===== src/rtl/march_pkg.sv =====
package march_pkg;
  localparam int ALG_W     = 3;
  localparam int MAX_OPS   = 3;
  localparam int MAX_ELEMS = 6;
  localparam int ELEM_W    = $clog2(MAX_ELEMS);
  localparam int OPI_W     = $clog2(MAX_OPS + 1);

  // bit 1: write, bit 0: data value (write data or expected read value)
  typedef enum logic [1:0] {
    OP_R0 = 2'b00,
    OP_R1 = 2'b01,
    OP_W0 = 2'b10,
    OP_W1 = 2'b11
  } mop_e;

  localparam logic UP = 1'b0;
  localparam logic DN = 1'b1;

  typedef struct packed {
    logic                      down;
    logic [OPI_W-1:0]          last;
    logic [MAX_OPS-1:0][1:0]   ops;
  } melem_t;

  function automatic melem_t mk_elem(input logic dir, input mop_e o0, input mop_e o1,
                                     input mop_e o2, input int nops);
    melem_t e;
    e.down   = dir;
    e.last   = OPI_W'(nops - 1);
    e.ops[0] = o0;
    e.ops[1] = o1;
    e.ops[2] = o2;
    return e;
  endfunction

  function automatic logic [ALG_W-1:0] fix_alg(input logic [ALG_W-1:0] s);
    return (s > ALG_W'(5)) ? '0 : s;
  endfunction

  function automatic logic [ELEM_W-1:0] final_elem(input logic [ALG_W-1:0] alg);
    case (alg)
      3'd3, 3'd5: return ELEM_W'(3);
      3'd4:       return ELEM_W'(5);
      default:    return ELEM_W'(2);
    endcase
  endfunction

  function automatic melem_t elem_of(input logic [ALG_W-1:0] alg, input logic [ELEM_W-1:0] idx);
    melem_t e;
    e = mk_elem(UP, OP_W0, OP_R0, OP_R0, 1);
    if (idx != '0) begin
      case (alg)
        3'd1: if (idx == 3'd1) e = mk_elem(UP, OP_R0, OP_W1, OP_R0, 2);
              else             e = mk_elem(DN, OP_R1, OP_W0, OP_R0, 2);
        3'd2: if (idx == 3'd1) e = mk_elem(UP, OP_R0, OP_W1, OP_R0, 2);
              else             e = mk_elem(DN, OP_R1, OP_W0, OP_R0, 3);
        3'd3: case (idx)
                3'd1:    e = mk_elem(UP, OP_R0, OP_W1, OP_R0, 2);
                3'd2:    e = mk_elem(DN, OP_R1, OP_W0, OP_R0, 2);
                default: e = mk_elem(UP, OP_R0, OP_R0, OP_R0, 1);
              endcase
        3'd4: case (idx)
                3'd1:    e = mk_elem(UP, OP_R0, OP_W1, OP_R0, 2);
                3'd2:    e = mk_elem(UP, OP_R1, OP_W0, OP_R0, 2);
                3'd3:    e = mk_elem(DN, OP_R0, OP_W1, OP_R0, 2);
                3'd4:    e = mk_elem(DN, OP_R1, OP_W0, OP_R0, 2);
                default: e = mk_elem(UP, OP_R0, OP_R0, OP_R0, 1);
              endcase
        3'd5: case (idx)
                3'd1:    e = mk_elem(UP, OP_R0, OP_W1, OP_R1, 3);
                3'd2:    e = mk_elem(DN, OP_R1, OP_W0, OP_R0, 3);
                default: e = mk_elem(UP, OP_R0, OP_R0, OP_R0, 1);
              endcase
        default: if (idx == 3'd1) e = mk_elem(UP, OP_R0, OP_W1, OP_R0, 2);
                 else             e = mk_elem(UP, OP_R1, OP_R0, OP_R0, 1);
      endcase
    end
    return e;
  endfunction

  function automatic logic dir_of(input logic [ALG_W-1:0] alg, input logic [ELEM_W-1:0] idx);
    melem_t e;
    e = elem_of(alg, idx);
    return e.down;
  endfunction
endpackage


===== src/rtl/march_addr_gen.sv =====
module march_addr_gen #(
  parameter int DEPTH = 16,
  parameter int AW    = 4
) (
  input  logic          clk,
  input  logic          rst_n,
  input  logic          load,
  input  logic          load_down,
  input  logic          step,
  input  logic          step_down,
  output logic [AW-1:0] addr,
  output logic          at_end
);
  localparam logic [AW-1:0] TOP = AW'(DEPTH - 1);

  logic [AW-1:0] addr_q, addr_d;
  logic          addr_en;

  always_comb begin
    addr_en = load | step;
    addr_d  = addr_q;
    if (load)      addr_d = load_down ? TOP : '0;
    else if (step) addr_d = step_down ? addr_q - 1'b1 : addr_q + 1'b1;
  end

  always_ff @(posedge clk or negedge rst_n) begin
    if (!rst_n)       addr_q <= '0;
    else if (addr_en) addr_q <= addr_d;
  end

  assign addr   = addr_q;
  assign at_end = step_down ? (addr_q == '0) : (addr_q == TOP);

  p_addr_range_r4: assert property (@(posedge clk) disable iff (!rst_n) addr_q <= TOP)
    else $error("address outside array");
  p_step_up_r4: assert property (@(posedge clk) disable iff (!rst_n)
    (step && !load && !step_down) |=> addr_q == $past(addr_q) + 1'b1)
    else $error("ascending step wrong");
  p_step_dn_r4: assert property (@(posedge clk) disable iff (!rst_n)
    (step && !load && step_down) |=> addr_q == $past(addr_q) - 1'b1)
    else $error("descending step wrong");
endmodule


===== src/rtl/march_cmp.sv =====
module march_cmp #(
  parameter int WIDTH = 8,
  parameter int AW    = 4,
  parameter int EW    = 3
) (
  input  logic             clk,
  input  logic             rst_n,
  input  logic             clr,
  input  logic             chk,
  input  logic             exp_bit,
  input  logic [AW-1:0]    chk_addr,
  input  logic [EW-1:0]    chk_elem,
  input  logic [WIDTH-1:0] rdata,
  output logic             mismatch,
  output logic             fail,
  output logic [AW-1:0]    fail_addr,
  output logic [EW-1:0]    fail_elem
);
  logic          pend_q, exp_q;
  logic [AW-1:0] paddr_q, faddr_q;
  logic [EW-1:0] pelem_q, felem_q;
  logic          fail_q, capture;

  // read issued in cycle t, data compared in cycle t+1
  always_ff @(posedge clk or negedge rst_n) begin
    if (!rst_n) begin
      pend_q  <= 1'b0;
      exp_q   <= 1'b0;
      paddr_q <= '0;
      pelem_q <= '0;
    end else begin
      pend_q <= chk;
      if (chk) begin
        exp_q   <= exp_bit;
        paddr_q <= chk_addr;
        pelem_q <= chk_elem;
      end
    end
  end

  always_comb begin
    mismatch = pend_q && (rdata != {WIDTH{exp_q}});
    capture  = mismatch && !fail_q && !clr;
  end

  always_ff @(posedge clk or negedge rst_n) begin
    if (!rst_n) begin
      fail_q  <= 1'b0;
      faddr_q <= '0;
      felem_q <= '0;
    end else if (clr) begin
      fail_q  <= 1'b0;
    end else if (capture) begin
      fail_q  <= 1'b1;
      faddr_q <= paddr_q;
      felem_q <= pelem_q;
    end
  end

  assign fail      = fail_q;
  assign fail_addr = faddr_q;
  assign fail_elem = felem_q;

  p_fail_sticky_r9: assert property (@(posedge clk) disable iff (!rst_n)
    (fail_q && !clr) |=> fail_q)
    else $error("fail dropped without start");
  p_info_hold_r7: assert property (@(posedge clk) disable iff (!rst_n)
    (fail_q && !clr) |=> ($stable(faddr_q) && $stable(felem_q)))
    else $error("failure record overwritten");
  p_first_capture_r7: assert property (@(posedge clk) disable iff (!rst_n)
    (mismatch && !fail_q && !clr) |=> (fail_q && faddr_q == $past(paddr_q)))
    else $error("first mismatch not captured");
endmodule


===== src/rtl/march_seq.sv =====
module march_seq
  import march_pkg::*;
#(
  parameter int DEPTH        = 16,
  parameter int WIDTH        = 8,
  parameter bit STOP_ON_FAIL = 1'b1,
  parameter int AW           = (DEPTH > 1) ? $clog2(DEPTH) : 1
) (
  input  logic              clk,
  input  logic              rst_n,
  input  logic              start,
  input  logic [ALG_W-1:0]  alg_sel,
  output logic [AW-1:0]     ram_addr,
  output logic              ram_we,
  output logic [WIDTH-1:0]  ram_wdata,
  input  logic [WIDTH-1:0]  ram_rdata,
  output logic              done,
  output logic              fail,
  output logic [AW-1:0]     fail_addr,
  output logic [ELEM_W-1:0] fail_elem
);
  typedef enum logic [1:0] {S_IDLE, S_RUN, S_DRAIN} st_e;

  st_e              st_q, st_d;
  logic [ALG_W-1:0]  alg_q, alg_d;
  logic [ELEM_W-1:0] elem_q, elem_d, elem_inc;
  logic [OPI_W-1:0]  opi_q, opi_d;
  logic              done_q, seq_en;
  melem_t            cur;
  logic [1:0]        op;
  logic              is_run, last_op, last_elem, abort, mismatch;
  logic              ag_load, ag_load_down, ag_step, ag_at_end;
  logic [AW-1:0]     addr;

  assign elem_inc  = elem_q + 1'b1;
  assign cur       = elem_of(alg_q, elem_q);
  assign op        = cur.ops[opi_q];
  assign is_run    = (st_q == S_RUN);
  assign last_op   = (opi_q == cur.last);
  assign last_elem = (elem_q == final_elem(alg_q));
  assign abort     = STOP_ON_FAIL && mismatch;
  assign seq_en    = (st_q != S_IDLE) || start;

  always_comb begin
    st_d         = st_q;
    alg_d        = alg_q;
    elem_d       = elem_q;
    opi_d        = opi_q;
    ag_load      = 1'b0;
    ag_load_down = 1'b0;
    ag_step      = 1'b0;
    case (st_q)
      S_IDLE: if (start) begin
        st_d         = S_RUN;
        alg_d        = fix_alg(alg_sel);
        elem_d       = '0;
        opi_d        = '0;
        ag_load      = 1'b1;
        ag_load_down = dir_of(fix_alg(alg_sel), '0);
      end
      S_RUN: begin
        if (abort) begin
          st_d = S_DRAIN;
        end else if (!last_op) begin
          opi_d = opi_q + 1'b1;
        end else begin
          opi_d = '0;
          if (!ag_at_end) begin
            ag_step = 1'b1;
          end else if (last_elem) begin
            st_d = S_DRAIN;
          end else begin
            elem_d       = elem_inc;
            ag_load      = 1'b1;
            ag_load_down = dir_of(alg_q, elem_inc);
          end
        end
      end
      S_DRAIN: st_d = S_IDLE;
      default: st_d = S_IDLE;
    endcase
  end

  always_ff @(posedge clk or negedge rst_n) begin
    if (!rst_n) begin
      st_q   <= S_IDLE;
      alg_q  <= '0;
      elem_q <= '0;
      opi_q  <= '0;
    end else if (seq_en) begin
      st_q   <= st_d;
      alg_q  <= alg_d;
      elem_q <= elem_d;
      opi_q  <= opi_d;
    end
  end

  always_ff @(posedge clk or negedge rst_n) begin
    if (!rst_n) done_q <= 1'b0;
    else        done_q <= (st_q == S_DRAIN);
  end

  march_addr_gen #(.DEPTH(DEPTH), .AW(AW)) u_addr (
    .clk       (clk),
    .rst_n     (rst_n),
    .load      (ag_load),
    .load_down (ag_load_down),
    .step      (ag_step),
    .step_down (cur.down),
    .addr      (addr),
    .at_end    (ag_at_end)
  );

  march_cmp #(.WIDTH(WIDTH), .AW(AW), .EW(ELEM_W)) u_cmp (
    .clk       (clk),
    .rst_n     (rst_n),
    .clr       (st_q == S_IDLE && start),
    .chk       (is_run && !op[1]),
    .exp_bit   (op[0]),
    .chk_addr  (addr),
    .chk_elem  (elem_q),
    .rdata     (ram_rdata),
    .mismatch  (mismatch),
    .fail      (fail),
    .fail_addr (fail_addr),
    .fail_elem (fail_elem)
  );

  assign ram_addr  = addr;
  assign ram_we    = is_run && op[1];
  assign ram_wdata = {WIDTH{op[0]}};
  assign done      = done_q;

  p_done_pulse_r3: assert property (@(posedge clk) disable iff (!rst_n) done_q |=> !done_q)
    else $error("done longer than one cycle");
  p_elem_hold_r4: assert property (@(posedge clk) disable iff (!rst_n)
    (is_run && !last_op) |=> ($stable(elem_q) && $stable(addr)))
    else $error("address moved before element operations finished");

  generate
    if (STOP_ON_FAIL) begin : g_stop
      p_abort_r8: assert property (@(posedge clk) disable iff (!rst_n)
        (is_run && mismatch) |=> (st_q == S_DRAIN))
        else $error("mismatch did not end the test");
    end
  endgenerate
endmodule


===== config.mk =====
export PLATFORM = sky130hd
export DESIGN_NAME = march_seq
export DESIGN_NICKNAME = d
export VERILOG_FILES = /design/src/rtl/march_pkg.sv /design/src/rtl/march_addr_gen.sv /design/src/rtl/march_cmp.sv /design/src/rtl/march_seq.sv
export SDC_FILE = /design/constraint.sdc
export NUM_CORES = 1
export LEC_CHECK = 0
export BUFFER_PORTS_ARGS = -buffer_cell sky130_fd_sc_hd__buf_2
export CELL_PAD_IN_SITES_DETAIL_PLACEMENT = 1
export CELL_PAD_IN_SITES_GLOBAL_PLACEMENT = 1
export CORE_MARGIN = 2
export CORE_UTILIZATION = 44
export DETAILED_ROUTE_END_ITERATION = 12
export PLACE_DENSITY = 0.87
export SLEW_MARGIN = 20
export SYNTH_ARGS = -nofsm -noshare
export SYNTH_HDL_FRONTEND = slang
export SYNTH_HIERARCHICAL = 1
export SYNTH_SLANG_ARGS = --single-unit

===== constraint.sdc =====
create_clock -name clk -period 4.5 [get_ports clk]
set_input_delay 0.675 -clock clk [delete_from_list [all_inputs] [get_ports clk]]
set_output_delay 0.675 -clock clk [all_outputs]
set_load 0.005 [all_outputs]

Yosys cells after proc, flatten, opt, wreduce, memory -nomap -nowiden
Cells that the tools add are included.
Cells by class
  $add $sub $neg: 4
  order comparisons: 2
  eq/ne operators: 27
  mux-type cells: 58
  bitwise logic cells: 2
  reduce and logical (&&, ||, !) cells: 25
Operators with widths (number)
  9-bit case mux with 5 select lines: 2
  9-bit case mux with 2 select lines: 4
  9-bit case mux with 4 select lines: 2
  9-bit two-way mux: 6
  3-bit by 2-bit equality test with 1-bit output (second input constant): 6
  2-bit two-way mux: 9
  3-bit two-way mux: 6
  1-bit two-way mux: 17
  4-bit two-way mux: 4
  7-bit two-way mux: 2
  3-bit equality test (second input constant): 4
  3-bit case mux with 2 select lines: 2
  3-bit by 1-bit equality test with 1-bit output (second input constant): 3
  3-bit by 1-bit != test with 1-bit output (second input constant): 3
  8-bit != test: 1
  2-bit case mux with 2 select lines: 2
  2-bit nonzero test: 4
  7-bit AND reduction: 1
  1-bit logical AND: 6
  2-bit != test (second input constant): 3
  3-bit nonzero test: 2
  5-bit AND reduction: 1
  4-bit by 1-bit adder with 4-bit output (second input constant): 1
  2-bit binary-select mux with 2-bit select: 1
  22 further kinds: 26
Word-level totals
  bits in registers: 32
  input port bits: 14
  output and inout port bits: 22
  logic and storage cells: 131

Depth between registers and ports, before layout
Gate-level depths: netlist (run 1).
  depth in word-level cells: 12
  gate-level depth with buffers: 17
  depth with buffers taken out: 16

By module
The synthesis (run 1) kept the hierarchy.
Modules (own cells, without submodules)
  march_seq: instances 1, cells an instance 155, area an instance 1253.7 sq um, seq. area each 275.3 sq um
  march_cmp: instances 1, cells an instance 44, area an instance 709.4 sq um, seq. area each 425.4 sq um
  march_addr_gen: instances 1, cells an instance 36, area an instance 330.3 sq um, seq. area each 100.1 sq um

Worst setup path before layout (run 1)
OpenSTA, ideal clock, no wires.
  path type: register to register
  start point: register elem_q[1]
  end point: register u_addr.addr_q[3] (netlist: u_addr/addr[3])
  library setup time: 0.086 ns
  arrival: 3.673 ns
  data required time: 4.414 ns
  setup slack: 0.741 ns
  stages on the path, launching flop included: 18
  path buffers: 1
  period minus slack after synthesis: 3.759 ns
  cells stage by stage: dfrtp_1 > inv_1 > ha_1 > buf_2 > nand2b_1 > a21oi_1 > nor3_1 > a311oi_1 > nor3b_1 > inv_2 > or4_1 > o21ai_1 > and2_1 > nand4_4 > nand2_1 > and4bb_2 > a2bb2oi_1 > nor3_1
RTL lines
  from (decl): line march_seq.sv:26  | logic [ELEM_W-1:0] elem_q, elem_d, elem_inc;
  from (signal assigned): line march_seq.sv:93  | elem_q <= elem_d;
  to (signal assigned): line march_addr_gen.sv:28  | else if (addr_en) addr_q <= addr_d;
  to (decl): line march_addr_gen.sv:16  | logic [AW-1:0] addr_q, addr_d;

==> results.txt, run 1 <==
clk sinks: 32
DP HPWL: 4410 um
commonest non-fill, non-tap cell in the layout: buf_2
syn_area_per_cell: 9.76 um^2
Routed WL: 6070 um
die area: 0.00581 mm^2
Core Box Area: 0.00507 mm^2
GRT Overall Usage: 21.7%
Clock Skew: 0.00383 ns
Post-DRT Antenna Nets: 0
Bufs on Longest Clock Path: 2
Clock Latency Late Sink: 0.28 ns
post-layout power: 0.00172 W
Synth Register Bits: 32
TritonCTS clock tree: done
Worst setup SP type: flip-flop
Via-to-Cell Ratio: 5.78
fraction of the yosys area taken by sequential cells: 34.9%
Worst EP required: 4.71 ns
initial antenna violation count: 0
RSZ-0062 raised after global routing: no
GRT overflow: 0
Fmax achieved: 0.251 GHz
Clock Tree Root: clkbuf_8
worst setup path class: reg2reg
CP max-delay cell: or4_1
CP arrival: 4.19 ns
FFs w/ async S/R, synth: 100%
Ports: 36
chip height: 76.2 um
PostCTS Resize Cnt: 0
Rows: 26
largest net degree at the start of global routing: 33
Synth Cell Area: 0.00229 mm^2
crit-path most repeated cell: nor3_1
worst path cell trace: inv_1, ha_1, nand2b_1, a21oi_1, nor3_1, a311oi_1, nor3b_1, buf_4, inv_2, or4_1, o21ai_1, and2_1, nand4_4, nand2_1, and4bb_2, a2bb2oi_1, nor3_1
Horiz. Die Dim: 76.2 um
multi-input logic area: 0.00134 mm^2
I/O Buffers: 35
total CTS buffers: 5
Netlist cell types: 60
synth top area cells: dfrtp_1, mux2_4, ha_1
Max FO, Critical Path: 9
Mapped Cells: 235
worst-case vdd ir drop: 0.287 mV
biggest area consumer among synthesized cells: dfrtp_1
crit-path leading delay family: simple AND/OR/NAND/NOR gates
Fin. Hold Viols: 0
CTS Hold Bufs: 0
Cell Pwr Density: 673 mW/mm^2
Yosys warning count: 6
run status: complete, no violations
first-pass GRT wire length: 10200 um
Detailed Route Iter0 Violations: 116
layout cell share with drive strength beyond 1: 28.6%
postcts setup bufs: 0
diode count: 0
Starting Density: 45.2%
most frequent cells in the layout: buf_2, dfrtp_1, nand2_1, nor2_1, a21oi_1
normalized max-slew margin: 35.0%
# setup viols final: 0
CTS H-tree lvls: 2
vias in the first global route: 1998
CP endpoint kind: flip-flop
WL/cell: 18.3 um
Least-Margin Pin Slew: 0.967 ns
count of pins over their slew limit: 0
Fin Setup TNS: 0 ns
Final min period: 3.99 ns
Synth top area share: 34.9%
Reg clk slew, reported paths: 0.07 ns
via count: 1920
Tcrit/Tclk final: 88.6%
max_cap viols: 0
RePlAce Congestion: 0.821
buffers and inverters on the worst path: 3
Remaining DRCs: 0
worst setup margin: 0.514 ns
nets: 284
dominant synthesized flop cell: dfrtp_1
Worst Hold Class: in2async
area grow syn2layout: 11.7%
CP peak stage delay: 0.50 ns
Register Area: 801 um^2
DP Worst Slack: 0.554 ns
Pleak: 1.16 nW
EDFF count, synth: 0
first drt pass iteration count: 4
# fillers: 599
Net Count, Synth: 258
==> per-layer routing <==
layer | routed length, um | vias up | global-route usage [%]
met5 | 0 | - | 0
met4 | 33 | 0 | 3.82
met3 | 274 | 7 | 3.91
met2 | 3190 | 55 | 39.1
met1 | 2570 | 965 | 27.7
li1 | - | 893 | -
==> per-stage QoR <==
step           hold WS [ns]  util, %  std cells  cell area, um^2
6_report              0.443     50.5        332             2560
4_1_cts               0.463     50.5        332             2560
5_1_grt               0.490     50.5        332             2560
2_1_floorplan         0.379        -        235             2290
3_5_place_dp          0.485     48.4        324             2450
3_3_place_gp          0.456     48.4        324             2450
==> flip-flops by register name, summed over array words and instances, names as in the netlist <==
register,flops
elem_q,3
u_cmp/exp_q,1
u_cmp/fail_addr,4
u_cmp/fail_elem,3
done,1
u_cmp/fail,1
u_addr/addr,4
alg_q,3
u_cmp/pend_q,1
u_cmp/paddr_q,4
u_cmp/pelem_q,3
st_q,2
opi_q,2
==> cells in the mapped netlist, types with 5 or more instances <==
cell type and count:
a21oi_1 11, buf_4 9, dfrtp_1 32, ha_1 8, inv_1 8, mux2_2 8, mux2_4 7, mux2i_1 7
nand2_1 16, nand2b_1 8, nand3_1 8, nor2_1 14, nor3_1 8, nor3b_1 6, o21ai_0 5
==> worst reg2reg max path, cell delays in order, from the launching register on <==
cell       delay, ns
dfrtp_1         0.49
inv_1           0.10
ha_1            0.32
nand2b_1        0.25
a21oi_1         0.11
nor3_1          0.18
a311oi_1        0.07
nor3b_1         0.20
buf_4           0.19
inv_2           0.06
or4_1           0.50
o21ai_1         0.22
and2_1          0.21
nand4_4         0.15
nand2_1         0.28
and4bb_2        0.28
a2bb2oi_1       0.14
nor3_1          0.17
==> path summary, 6_finish.rpt <==
check / slack, ns / from / cells past startpoint / end
max in group asynchronous: 3.59 / rst_n / 1 / alg_q[2]
min in group clk: 0.50 / st_q[0] / 1 / done
worst min register to register: 0.50 / st_q[0] / 1 / done
worst max-delay path: 0.51 / elem_q[1] / 17 / u_addr/addr[3]
worst max register to register: 0.51 / elem_q[1] / 17 / u_addr/addr[3]
worst min-delay path: 0.44 / rst_n / 1 / u_cmp/fail_addr[3]
==> cell families (layout without fill, tap and decap cells) <==
| logic type | Yosys count | count (layout) | synth area share, % |
|---|---|---|---|
| simple gates | 89 | 89 | 22.8 |
| xor+xnor | 6 | 6 | 2.95 |
| mux | 22 | 22 | 11.6 |
| flops | 32 | 32 | 34.9 |
| buf+inv | 28 | 55 | 6.87 |
| compound gates | 49 | 49 | 15.7 |
| fa+ha+maj | 9 | 9 | 5.24 |
==> where the power goes <==
group | switching, W | internal, W | leakage [nW]
sequential | 0.000112 | 0.000389 | 0.415
combinational | 0.000530 | 0.000419 | 0.691
clock | 0.000110 | 0.000164 | 0.0552
total | 0.000751 | 0.000973 | 1.16
==> layout make-up <==
class,instances,area share (%)
clock inverters,2,1.37
well taps,70,3.42
multi-input cells,175,52.1
inverters,9,1.32
repair buffers,38,7.71
clock buffers,6,2.83
flip-flops and latches,32,31.2
Note: power is estimated with default switching activity, not from simulation.
==> run 2, diff against run 1 <==
--- a/config.mk
+++ b/config.mk
@@ -11,6 +11,7 @@
 export CORE_MARGIN = 2
 export CORE_UTILIZATION = 44
 export DETAILED_ROUTE_END_ITERATION = 12
+export GPL_TIMING_DRIVEN = 0
 export PLACE_DENSITY = 0.87
 export SLEW_MARGIN = 20
 export SYNTH_ARGS = -nofsm -noshare
==> results.txt, run 2 (synthesis gave the netlist of run 1 again) <==
first drt pass iteration count: 5 (+1)
Max FO, Critical Path: 9 (unchanged)
reg-to-reg critical path startpoint: elem_q[0]
RSZ-0062 raised after global routing: no
via count: 1955 (+1.8%)
GRT overflow: 0 (unchanged)
Clock Latency Late Sink: 0.29 ns (about the same)
Reg2Reg Depth: 16 (-1)
first-pass GRT wire length: 10800 um (+5.6%)
Pleak: 1.23 nW (+6.1%)
Reg clk slew, reported paths: 0.07 ns (about the same)
RePlAce Congestion: 0.792 (-3.5%)
Min Hold Slack: 0.447 ns (+0.00404 ns)
Starting Density: 45.2% (unchanged)
commonest non-fill, non-tap cell in the layout: buf_2
normalized max-slew margin: 43.1% (+8.1 points)
Ports: 36 (unchanged)
DP HPWL: 4840 um (+9.7%)
Worst Setup SP: elem_q[0]
worst-case vdd ir drop: 0.277 mV (-3.4%)
area grow syn2layout: 16.9%
largest net degree at the start of global routing: 33 (unchanged)
R2R Setup Slk: 0.28 ns (-0.24 ns)
Worst EP required: 4.70 ns (about the same)
worst setup path class: reg2reg
Worst setup SP type: flip-flop
CP endpoint kind: flip-flop
Bufs on Longest Clock Path: 2 (unchanged)
Worst Setup EP: u_addr/addr[3]
max_cap viols: 0 (unchanged)
Detailed Route Iter0 Violations: 81 (-30%)
Clock Tree Root: clkbuf_8
count of pins over their slew limit: 0 (unchanged)
initial antenna violation count: 0 (unchanged)
WL/cell: 18.5 um (+1.1%)
Worst Hold Class: in2async
Least-Margin Pin Slew: 0.845 ns (-0.122 ns)
Rows: 26 (unchanged)
# setup viols final: 0 (unchanged)
run status: complete, no violations
Post-DRT Antenna Nets: 0 (unchanged)
nets: 301 (+6.0%)
vias in the first global route: 2069 (+3.6%)
chip height: 76.2 um (unchanged)
total CTS buffers: 5 (unchanged)
Cell Pwr Density: 672 mW/mm^2 (about the same)
most frequent cells in the layout: buf_2, dfrtp_1, nand2_1, nor2_1, a21oi_1
Fin. Hold Viols: 0 (unchanged)
post-layout power: 0.00180 W (+4.5%)
Final min period: 4.22 ns (+0.238 ns)
Fmax achieved: 0.237 GHz (-5.6%)
clk sinks: 32 (unchanged)
CP arrival: 4.43 ns (+0.24 ns)
GRT Overall Usage: 23.3% (+1.5 points)
Routed WL: 6450 um (+6.3%)
diode count: 0 (unchanged)
Via-to-Cell Ratio: 5.60 (-3.1%)
Tcrit/Tclk final: 93.9% (+5.3 points)
Clock Skew: 0.00595 ns (+0.00213 ns)
# fillers: 606 (+1.2%)
r2r endpoint: u_addr/addr[3]
layout cell share with drive strength beyond 1: 31.9% (+3.3 points)
Core Box Area: 0.00507 mm^2 (unchanged)
CTS H-tree lvls: 2 (unchanged)
die area: 0.00581 mm^2 (unchanged)
Horiz. Die Dim: 76.2 um (unchanged)
I/O Buffers: 35 (unchanged)
TritonCTS clock tree: done
Remaining DRCs: 0 (unchanged)
[run 2: changes by cell type in the layout (fill, tap and decap cells not counted)]
cell	change
buf_1	+1
buf_2	+3
clkbuf_1	+3
buf_4	+7
nor3b_1	-1
clkinvlp_4	+1
buf_6	+2
nor3b_2	+1
[run 2: repair_timing]
| action | CTS | global route |
|---|---|---|
| buffers inserted | 0 | 1 |
| hold buffers | 0 | 0 |
| endpoints found under the setup margin | 1 | 1 |
| resized for setup | 1 | 0 |
| pin swaps | 0 | 1 |
[run 2: critical path: stages, from the launching register on]
cell       delay (ns)
dfrtp_1          0.48
inv_1            0.17
ha_1             0.17
clkbuf_1         0.35
mux2i_1          0.15
nor2_1           0.25
a311oi_1         0.10
nor3b_2          0.37
inv_2            0.08
or4_1            0.51
o21ai_1          0.26
and2_1           0.22
nand4_4          0.16
nand2_1          0.27
and4bb_2         0.27
a2bb2oi_1        0.14
nor3_1           0.18
[run 2: worst min-delay path by stage]
stage	start	to	cells past startpoint
global route	rst_n	u_cmp/fail_elem[0]	1
floorplan	rst_n	alg_q[0]	0
detailed placement	st_q[0]	done	1
CTS	rst_n	u_cmp/fail_elem[0]	1
finish	rst_n	u_cmp/fail_elem[0]	1
global placement	st_q[0]	done	1
[run 2: report_power, final]
group,total (W),internal [W],switching [W],leakage (nW)
sequential,0.000491,0.000389,0.000102,0.415
clock,0.000277,0.000164,0.000113,0.0541
combinational,0.00103,0.000467,0.000566,0.764
[run 2: final cells by class]
| cell class | instances | area [um^2] | area share [%] |
|---|---|---|---|
| Multi-Input combinational cell | 175 | 1340 | 50.0 |
| Sequential cell | 32 | 801 | 29.9 |
| Timing Repair Buffer | 36 | 183 | 6.82 |
| Buffer | 19 | 124 | 4.62 |
| Tap cell | 70 | 87.6 | 3.27 |
| Clock buffer | 5 | 68.8 | 2.57 |
| Clock inverter | 3 | 42.5 | 1.59 |
| Inverter | 9 | 33.8 | 1.26 |
[run 2: per-layer routing]
metal / global-route usage, % / up-vias / wire (um)
li1: - / 926 / -
met1: 29.1 / 991 / 2710
met2: 41.6 / 34 / 3500
met3: 4.74 / 4 / 191
met4: 4.91 / 0 / 49
met5: 0 / - / 0
[run 2: stage by stage]
stage	cell area (um^2)	setup slack (ns)	setup TNS, ns	utilization [%]	cells
final	2680	0.276	0	52.8	349
after global routing	2680	0.0116	0	52.8	349
after CTS	2670	0.0802	0	52.7	348
after detailed placement	2560	-0.276	-0.276	50.4	340
after global placement	2560	-0.0387	-0.0387	50.4	340
after floorplan	2290	0.741	0	-	235
